**src/rtl/thr_pkg.sv**
```systemverilog
package thr_pkg;

    // Per-cycle decision of the throttle
    typedef enum logic [2:0] {
        DEC_IDLE,
        DEC_GRANT_HIT,
        DEC_GRANT_NEW,
        DEC_STALL_GAP,
        DEC_STALL_CAP
    } dec_e;

endpackage

```
**src/rtl/thr_match.sv**
```systemverilog
// Fully associative lookup of the requested row among the valid slots.
module thr_match #(
    parameter int unsigned ENTRIES = 8,
    parameter int unsigned ROW_W   = 16,
    parameter int unsigned IDX_W   = 3
) (
    input  logic [ENTRIES-1:0]            slot_vld,
    input  logic [ENTRIES-1:0][ROW_W-1:0] slot_row,
    input  logic [ROW_W-1:0]              key_row,
    output logic                          hit,
    output logic [IDX_W-1:0]              hit_idx
);

    always_comb begin
        hit     = 1'b0;
        hit_idx = '0;
        for (int i = 0; i < ENTRIES; i++) begin
            if (!hit && slot_vld[i] && (slot_row[i] == key_row)) begin
                hit     = 1'b1;
                hit_idx = IDX_W'(i);
            end
        end
    end

endmodule

```
**src/rtl/thr_lru.sv**
```systemverilog
// Recency ranks: 0 is most recently granted, ENTRIES-1 is the next victim.
module thr_lru #(
    parameter int unsigned ENTRIES = 8,
    parameter int unsigned IDX_W   = 3
) (
    input  logic             clk,
    input  logic             rst_n,
    input  logic             touch,
    input  logic [IDX_W-1:0] touch_idx,
    output logic [IDX_W-1:0] victim_idx
);

    localparam logic [IDX_W-1:0] OLDEST = IDX_W'(ENTRIES - 1);

    logic [ENTRIES-1:0][IDX_W-1:0] rank_q;

    always_ff @(posedge clk) begin
        if (!rst_n) begin
            for (int i = 0; i < ENTRIES; i++) begin
                rank_q[i] <= IDX_W'(i);
            end
        end else if (touch) begin
            for (int i = 0; i < ENTRIES; i++) begin
                if (IDX_W'(i) == touch_idx) begin
                    rank_q[i] <= '0;
                end else if (rank_q[i] < rank_q[touch_idx]) begin
                    rank_q[i] <= rank_q[i] + 1'b1;
                end
            end
        end
    end

    always_comb begin
        victim_idx = '0;
        for (int i = 0; i < ENTRIES; i++) begin
            if (rank_q[i] == OLDEST) begin
                victim_idx = IDX_W'(i);
            end
        end
    end

endmodule

```
**src/rtl/thr_slot.sv**
```systemverilog
// One table slot: row tag, saturating gap counter, window activation count.
module thr_slot #(
    parameter int unsigned ROW_W   = 16,
    parameter int unsigned GAP_W   = 7,
    parameter int unsigned CNT_W   = 18,
    parameter int unsigned GAP_M1  = 124,
    parameter int unsigned CAP     = 131072
) (
    input  logic             clk,
    input  logic             rst_n,
    input  logic             win_tick,
    input  logic             load,
    input  logic             bump,
    input  logic [ROW_W-1:0] new_row,
    output logic             vld,
    output logic [ROW_W-1:0] row,
    output logic             gap_ok,
    output logic             cap_ok
);

    localparam logic [GAP_W-1:0] GAP_SAT = GAP_W'(GAP_M1);
    localparam logic [CNT_W-1:0] CNT_MAX = CNT_W'(CAP);

    logic [GAP_W-1:0] age_q;
    logic [CNT_W-1:0] cnt_q;

    always_ff @(posedge clk) begin
        if (!rst_n) begin
            vld   <= 1'b0;
            row   <= '0;
            age_q <= '0;
            cnt_q <= '0;
        end else if (load) begin
            vld   <= 1'b1;
            row   <= new_row;
            age_q <= '0;
            cnt_q <= CNT_W'(1);
        end else if (bump) begin
            age_q <= '0;
            cnt_q <= win_tick ? CNT_W'(1) : cnt_q + 1'b1;
        end else begin
            if (age_q != GAP_SAT) begin
                age_q <= age_q + 1'b1;
            end
            if (win_tick) begin
                cnt_q <= '0;
            end
        end
    end

    assign gap_ok = (age_q == GAP_SAT);
    assign cap_ok = (cnt_q < CNT_MAX);

endmodule

```
**src/rtl/act_throttle.sv**
```systemverilog
module act_throttle #(
    parameter int unsigned ROW_W   = 16,
    parameter int unsigned ENTRIES = 8,
    parameter int unsigned MIN_GAP = 125,
    parameter int unsigned CAP     = 131072
) (
    input  logic             clk,
    input  logic             rst_n,
    input  logic             req_valid,
    input  logic [ROW_W-1:0] req_row,
    input  logic             win_tick,
    output logic             grant,
    output logic             stall
);
    import thr_pkg::*;

    localparam int unsigned IDX_W  = (ENTRIES > 1) ? $clog2(ENTRIES) : 1;
    localparam int unsigned GAP_M1 = MIN_GAP - 1;
    localparam int unsigned GAP_W  = (MIN_GAP > 2) ? $clog2(MIN_GAP) : 1;
    localparam int unsigned CNT_W  = $clog2(CAP + 1);

    logic [ENTRIES-1:0]            slot_vld;
    logic [ENTRIES-1:0][ROW_W-1:0] slot_row;
    logic [ENTRIES-1:0]            slot_gap_ok;
    logic [ENTRIES-1:0]            slot_cap_ok;
    logic [ENTRIES-1:0]            slot_load;
    logic [ENTRIES-1:0]            slot_bump;

    logic             hit;
    logic [IDX_W-1:0] hit_idx;
    logic [IDX_W-1:0] victim_idx;
    logic             touch;
    logic [IDX_W-1:0] touch_idx;
    dec_e             dec;

    thr_match #(.ENTRIES(ENTRIES), .ROW_W(ROW_W), .IDX_W(IDX_W)) match_i (
        .slot_vld (slot_vld),
        .slot_row (slot_row),
        .key_row  (req_row),
        .hit      (hit),
        .hit_idx  (hit_idx)
    );

    thr_lru #(.ENTRIES(ENTRIES), .IDX_W(IDX_W)) lru_i (
        .clk        (clk),
        .rst_n      (rst_n),
        .touch      (touch),
        .touch_idx  (touch_idx),
        .victim_idx (victim_idx)
    );

    for (genvar g = 0; g < ENTRIES; g++) begin : g_slot
        thr_slot #(
            .ROW_W (ROW_W), .GAP_W (GAP_W), .CNT_W (CNT_W),
            .GAP_M1(GAP_M1), .CAP  (CAP)
        ) slot_i (
            .clk      (clk),
            .rst_n    (rst_n),
            .win_tick (win_tick),
            .load     (slot_load[g]),
            .bump     (slot_bump[g]),
            .new_row  (req_row),
            .vld      (slot_vld[g]),
            .row      (slot_row[g]),
            .gap_ok   (slot_gap_ok[g]),
            .cap_ok   (slot_cap_ok[g])
        );
    end

    // Decision for the presented request
    always_comb begin
        if (!req_valid) begin
            dec = DEC_IDLE;
        end else if (!hit) begin
            dec = DEC_GRANT_NEW;
        end else if (!slot_cap_ok[hit_idx]) begin
            dec = DEC_STALL_CAP;
        end else if (!slot_gap_ok[hit_idx]) begin
            dec = DEC_STALL_GAP;
        end else begin
            dec = DEC_GRANT_HIT;
        end
    end

    // Outputs and table controls per decision
    always_comb begin
        grant     = 1'b0;
        stall     = 1'b0;
        touch     = 1'b0;
        touch_idx = hit_idx;
        slot_load = '0;
        slot_bump = '0;
        unique case (dec)
            DEC_IDLE: begin
            end
            DEC_GRANT_HIT: begin
                grant              = 1'b1;
                touch              = 1'b1;
                slot_bump[hit_idx] = 1'b1;
            end
            DEC_GRANT_NEW: begin
                grant                 = 1'b1;
                touch                 = 1'b1;
                touch_idx             = victim_idx;
                slot_load[victim_idx] = 1'b1;
            end
            DEC_STALL_GAP, DEC_STALL_CAP: begin
                stall = 1'b1;
            end
            default: begin
            end
        endcase
    end

endmodule

```
**config.mk**
```make
export PLATFORM = sky130hd
export DESIGN_NAME = act_throttle
export DESIGN_NICKNAME = d
export VERILOG_FILES = /design/src/rtl/thr_pkg.sv /design/src/rtl/thr_match.sv /design/src/rtl/thr_lru.sv /design/src/rtl/thr_slot.sv /design/src/rtl/act_throttle.sv
export SDC_FILE = /design/constraint.sdc
export NUM_CORES = 1
export LEC_CHECK = 0
export BUFFER_PORTS_ARGS = -buffer_cell sky130_fd_sc_hd__buf_2
export CORE_MARGIN = 4
export CORE_UTILIZATION = 58
export CTS_CLUSTER_SIZE = 20
export DETAILED_ROUTE_END_ITERATION = 8
export GPL_TIMING_DRIVEN = 1
export PLACE_DENSITY_LB_ADDON = 0.12
export SETUP_SLACK_MARGIN = 0.4
export SYNTH_ARGS = -nofsm -noshare
export SYNTH_HDL_FRONTEND = slang
export SYNTH_HIERARCHICAL = 1
export SYNTH_SLANG_ARGS = --single-unit
```
**constraint.sdc**
```tcl
create_clock -name clk -period 5.03 [get_ports clk]
set_input_delay 0.7545 -clock clk [delete_from_list [all_inputs] [get_ports clk]]
set_output_delay 0.7545 -clock clk [all_outputs]
set_load 0.05 [all_outputs]
```
Word-level counts from Yosys, hierarchy flattened
Index checks and enable logic that the tools add are counted.
{ "classes": {"reduce_logical": 75, "mux": 82, "n_lt_le_gt_ge": 21, "add_sub_neg": 24, "eq_ne": 42, "n_bitwise": 1} }
{ "op_table": {"columns": ["cell", "count"], "rows": [
  ["$mux W18", 17],
  ["$add A18 B1 Y18 const B", 8],
  ["$lt A18 B18 Y1 const B", 8],
  ["$eq A16 B16 Y1", 8],
  ["$mux W3", 29],
  ["$add A7 B1 Y7 const B", 8],
  ["$eq A7 B7 Y1 const B", 8],
  ["$ne A7 B7 Y1 const B", 8],
  ["$reduce_bool A2 Y1", 16],
  ["$add A3 B1 Y3 const B", 8],
  ["$eq A3 B3 Y1 const B", 8],
  ["$lt A3 B3 Y1", 8],
  ["$mux W1", 24],
  ["$reduce_bool A3 Y1", 8],
  ["$reduce_or A3 Y1", 8],
  ["$reduce_or A2 Y1", 10],
  ["$logic_and A1 B1 Y1", 17],
  ["$mux W8", 2],
  ["$reduce_and A2 Y1", 8],
  ["$eq A3 B3 Y1 const A", 4],
  ["$lt A3 B4 Y1 const B", 3],
  ["$mux W2", 5],
  ["$bmux W3 S3", 1],
  ["$logic_not A1 Y1", 7],
  ["other kinds (9)", 14]
]} }
{ "totals": {"output_inout_bits": 2, "register_bits": 360} }

Logic depth before layout (Yosys ltp)
{ "depth": {"ltp_word": 44, "mapped_depth": 19} }

Cells and area by module
The synthesis kept the hierarchy.
{ "modules_own_cells": {"columns": ["mod", "area_per_inst_um2", "cells_per_inst", "instances", "seq_area_each_um2"], "rows": [
  ["thr_slot (g_slot[0].slot_i ...)", 1770.4, 186, 7, 840.8],
  ["thr_lru", 2159.6, 216, 1, 480.5],
  ["thr_slot (g_slot[7].slot_i)", 1850.5, 189, 1, 840.8],
  ["thr_match", 1726.7, 208, 1, 0.0],
  ["act_throttle", 462.9, 60, 1, 0.0]
]} }

Least setup slack after synthesis
OpenSTA, ideal clock, no wires.
{ "synth_path": {"path_type": "input to register", "start": "in req_row[13]", "end": "reg lru_i/rank_q[10] in the netlist's numbering", "stages": 17, "n_path_buf": 3, "arrival_time_ps": 4908, "setup_ps": 129, "required_time_ps": 4901, "path_slack_ps": -6, "cell_sequence": "buf_2 xor2_1 nor4_1 nand4_1 nor4_4 a2111oi_2 nor3_1 clkbuf_1 mux2_1 buf_6 mux4_2 mux2i_1 ha_1 a211o_1 a221oi_1 a22oi_1 mux2i_1"} }
{ "synth_between": {"elab_chain_cells": 44} }
{ "synth_lines": {"columns": ["item", "line_no", "rtl"], "rows": [
  ["start, declared", "act_throttle.sv:10", "input logic [ROW_W-1:0] req_row,"],
  ["$eq A16 B16 Y1", "thr_match.sv:18", "if (!hit && slot_vld[i] && (slot_row[i] == key_row)) begin"],
  ["$logic_and A1 B1 Y1", "thr_match.sv:18", null],
  ["$mux W1", "thr_match.sv:18", null],
  ["$logic_not A1 Y1", "thr_match.sv:18", null],
  ["$logic_and A1 B1 Y1 (2 in a row)", "thr_match.sv:18", null],
  ["$mux W1", "thr_match.sv:18", null],
  ["$logic_not A1 Y1", "thr_match.sv:18", null],
  ["$logic_and A1 B1 Y1 (2 in a row)", "thr_match.sv:18", null],
  ["[21 not listed]", null, null],
  ["net hit_idx[0]", "act_throttle.sv:30", "logic [IDX_W-1:0] hit_idx;"],
  ["[6 not listed]", null, null],
  ["$eq A3 B2 Y1", "act_throttle.sv:93", "unique case (dec)"],
  ["$mux W3 *", "act_throttle.sv:93", null],
  ["net touch_idx[0]", "act_throttle.sv:33", "logic [IDX_W-1:0] touch_idx;"],
  ["$bmux W3 S3", "thr_lru.sv:26", "end else if (rank_q[i] < rank_q[touch_idx]) begin"],
  ["$mux W3 (implied by the code)", "thr_lru.sv:26", null],
  ["$lt A3 B3 Y1", "thr_lru.sv:26", null],
  ["$reduce_bool A2 Y1 (no line)", null, null],
  ["$reduce_and A2 Y1 (no line)", null, null],
  ["end signal, assigned by index", "thr_lru.sv:20", "rank_q[i] <= IDX_W'(i);"],
  ["end signal, assigned by index", "thr_lru.sv:27", "rank_q[i] <= rank_q[i] + 1'b1;"],
  ["end, declared", "thr_lru.sv:15", "logic [ENTRIES-1:0][IDX_W-1:0] rank_q;"]
]} }
Mark *: on every way through the listed nets, which the timed path passes. The rest lies on a longest branch. The select of a mux whose other input is x is not followed.
A chain may end at the register's enable or synchronous reset.

Worst setup path after layout
{ "layout_path": {"start": "in req_row[15]", "end": "out stall"} }
{ "layout_between": {"elab_chain_cells": 40} }
{ "layout_lines": {"columns": ["item", "line_no", "rtl"], "rows": [
  ["$eq A16 B16 Y1", "thr_match.sv:18", null],
  ["$logic_and A1 B1 Y1", "thr_match.sv:18", null],
  ["$mux W1", "thr_match.sv:18", null],
  ["$logic_not A1 Y1", "thr_match.sv:18", null],
  ["$logic_and A1 B1 Y1 (2 in a row)", "thr_match.sv:18", null],
  ["$mux W1", "thr_match.sv:18", null],
  ["$logic_not A1 Y1", "thr_match.sv:18", null],
  ["$logic_and A1 B1 Y1 (2 in a row)", "thr_match.sv:18", null],
  ["[21 not listed]", null, null],
  ["net hit_idx[1]", "act_throttle.sv:30", null],
  ["[1 not listed]", null, null],
  ["$mux W1 (implied by the code)", "act_throttle.sv:78", "end else if (!slot_gap_ok[hit_idx]) begin"],
  ["$mux W2", "act_throttle.sv:78", null],
  ["$mux W3 *", "act_throttle.sv:76", "end else if (!slot_cap_ok[hit_idx]) begin"],
  ["$mux W3 *", "act_throttle.sv:74", "end else if (!hit) begin"],
  ["$mux W3 *", "act_throttle.sv:72", "if (!req_valid) begin"],
  ["$eq A3 B2 Y1 / $eq A3 B3 Y1 (equally long branches)", "act_throttle.sv:93", null],
  ["$reduce_or A2 Y1 *", "act_throttle.sv:93", null],
  ["$mux W1 *", "act_throttle.sv:93", null],
  ["end, declared", "act_throttle.sv:13", "output logic stall"]
]} }
Marked as above.

==> results.cfg <==
[status]
status = finished, final reports clean

[timing]
setup_violations = 0
setup_tns_ns = 0
hold_viol = 0
fmax_mhz = 214.3
relSlewSlack_pct = 45.82
fin_crit_sh_pct = 92.78
finalMaxSlewViolations = 0
fin_crit_ns = 4.667
worst_pin_slew_ns = 0.8127
skew_ns = 0.01109
grt_setup_unrepaired = true

[clocking]
cts_tree = yes
cts-htree-levels = 2
numCtsBuffers = 40
clock_latency_ns = 0.53
clk_pin_slew_ns = 0.05
clockRootBuffer = clkbuf_16
cts_buffer_depth = 3
cts_sinks = 360
postCtsHoldBufs = 0

[worst_hold_path]
worst_hold_path.endpoint = g_slot[6].slot_i/vld
holdPathStages = 1
hold_class = flip-flop to flip-flop
worstHoldStart = g_slot[6].slot_i/vld

[synth]
avgSynthCellArea_sq_um = 9.414
synthTopCellsByCount = dfxtp_1, mux2i_1, nor2b_1, xnor2_1, nor2_1
netlist_instances = 1975
synth_compound_area_share_pct = 7.961
ys_seq_area_share_pct = 38.76
synth_top_area_cell = dfxtp_1
synth_flop_cell = dfxtp_1
yosys.area_share.simple_pct = 22.95
synthAdderAreaFrac_pct = 3.701
muxShareOfSynthArea_pct = 10.40
synth_edf_count = 0
syn_nets = 2050
synth-xor-area-share_pct = 12.15
ys_ff_latch = 360
synth_top_family_by_area = simple AND/OR/NAND/NOR gates
synth.distinct_cells = 79
synth_top_area_share_pct = 38.76
post-synth-top-count-cell = dfxtp_1
async_flop_share_pct = 0
synthTopCellsByArea = dfxtp_1, mux2i_1, xnor2_1
ys_warn_count = 6
synth_area_sq_um = 18590

[final_layout]
final-seq-area_sq_um = 7207
multiInputGateArea_sq_um = 10890
final_cell_count_no_fill = 2457
drive_above_1_share_pct = 13.58
syn2layout_area_growth_pct = 13.52
nNetsFinal = 2102
n_fill_cell = 2557

[drt]
drtAntennaViolNets = 0
first_pass_iters = 5
vias = 13940
wl_mm = 40.98
avgRoutedWirePerCell_um = 16.68
vias_per_cell = 5.672
drcViolationCount = 0
drtIter0Drc = 713

[global_route]
grt_max_degree = 100
grt-ovfl-total = 0
antenna_found_initial = 0
gr-usage-all-layers_pct = 22.50
grt_pass1_vias = 13620
grt_pass1_wl_mm = 67.27

[setup_path]
end_kind = primary output
worstSetupStartpointType = input pin
critical_path_class = input pin to primary output
rr_startpoint = g_slot[7].slot_i/row[8]
critPathMaxFanout = 9
slowest_delay_ns = 0.51
crit_slowest_cell = mux4_2
ff2ff_path_depth = 16
critPathArrivalTime_ns = 3.91
cp_cell_sequence = buf_4 > buf_12 > xor2_1 > nor4_2 > nand4_1 > o22ai_2 > a21oi_4 > nor3_4 > clkbuf_16 > mux2_4 > mux4_2 > o21ai_2 > and2b_2 > buf_8
required_ns = 4.28
timing.reg2reg.setup_slack_ns = 0.60
r2r-end = lru_i/rank_q[11]

[placement]
portBuffers = 21
dp.cells = 2363
place_hpwl_mm = 27.76
place.gp.congestion = 0.8844

[floorplan]
die_area_sq_um = 34990
die_width_um = 187.0
die_h_um = 187.0
io_pins = 22
initial_core_util_pct = 58.92
core_area_sq_um = 31560
rows = 65

[power]
power_density_nw_per_um2 = 420.9
peakVddDrop_uv = 331.6
leakage_uw = 0.007338

[job]
drv_cap = 0
==> critical path: cells and delay by family <==
family / cells / cell delay, ns
AOI/OAI and AO/OA: 3 / 0.55
xor gates and xnor gates: 1 / 0.18
buffers and inverters: 4 / 0.66
muxes: 2 / 0.81
and+or+nand+nor: 4 / 0.94
==> stage by stage <==
stage / power, uW / hold WS, ns / utilization [%] / worst slack [ns] / cell area (sq um)
floorplan: 5353 / 0.4209 / - / 0.4050 / 18640
global placement: 5860 / 0.4289 / 61.04 / -0.2850 / 19260
detailed placement: 5953 / 0.4355 / 61.04 / -0.3082 / 19260
CTS: 8894 / 0.4487 / 65.42 / 0.3323 / 20640
global route: 9364 / 0.4805 / 66.88 / 0.2559 / 21100
finish: 8883 / 0.4428 / 66.89 / 0.3631 / 21110
==> how the worst max path moves through the flow <==
stage | start | to | slack [ns] | cells past startpoint
finish | req_row[15] | stall | 0.36 | 14
global route | req_row[15] | stall | 0.26 | 14
CTS | req_row[5] | stall | 0.33 | 13
detailed placement | req_row[10] | lru_i/rank_q[19] | -0.31 | 17
global placement | req_row[10] | lru_i/rank_q[20] | -0.29 | 17
floorplan | req_row[1] | lru_i/rank_q[22] | 0.41 | 17
==> cell type report <==
class                           count  area share (%)
Timing Repair Buffer              109           4.517
Multi-Input combinational cell   1454           51.62
Clock buffer                       61           5.744
Clock inverter                      8          0.4802
Inverter                           62           1.103
Sequential cell                   360           34.15
Tap cell                          402           2.383
Antenna cell                        1         0.01186
==> cell families (layout without fill, tap and decap cells) <==
family	count (synthesis)	in the layout
adder cells (fa/ha/maj)	55	55
XOR/XNOR	257	257
AO/OA/AOI/OAI	222	222
multiplexers	182	182
flip-flops	360	360
AND/OR/NAND/NOR	738	738
other	0	1
buffers and inverters	161	240
==> where the power goes <==
part / switching (uW) / total (uW) / internal (uW)
clock: 1150 / 2910 / 1760
combinational: 1330 / 2490 / 1160
sequential: 310 / 3490 / 3180
total: 2790 / 8880 / 6090
==> placed cells by master, fill, tap and decap left out, types with 9 or more instances in the layout <==
cell type / n
dfxtp_1: 360
mux2i_1: 167
nor2b_1: 146
xnor2_1: 136
nor2_1: 126
xor2_1: 115
nand3_1: 90
a21oi_1: 85
nand2_1: 82
buf_4: 81
inv_1: 62
ha_1: 55
o21ai_0: 50
nor3_1: 46
nand4_1: 43
clkbuf_16: 43
or3_1: 43
nor4_1: 28
o21a_1: 25
nand3b_1: 15
and4_1: 15
nor4_2: 13
clkbuf_1: 10
buf_6: 10
or3b_2: 10
clkbuf_8: 9
and3_1: 9
a21boi_0: 9
==> registers in the layout, summed over array words and instances, names as in the netlist <==
register             flops
lru_i/rank_q            24
g_slot.slot_i/cnt_q    144
g_slot.slot_i/vld        8
g_slot.slot_i/age_q     56
g_slot.slot_i/row      128
==> what timing repair did <==
| action | CTS | global route |
|---|---|---|
| pin swaps | 3 | 23 |
| cloned | 0 | 1 |
| gates resized for setup | 12 | 68 |
| endpoints found under the setup margin | 26 | 59 |
| buffers inserted | 1 | 22 |
==> routing by layer <==
metal | global-route usage (%) | share of wire (%) | up-vias
met5 | 0 | 0 | -
met4 | 6.257 | 2.6 | 0
met3 | 2.613 | 3.2 | 76
met2 | 39.03 | 47 | 219
met1 | 29.86 | 47 | 6624
li1 | - | - | 7016
No activity file was read; power rests on OpenSTA's default activity.
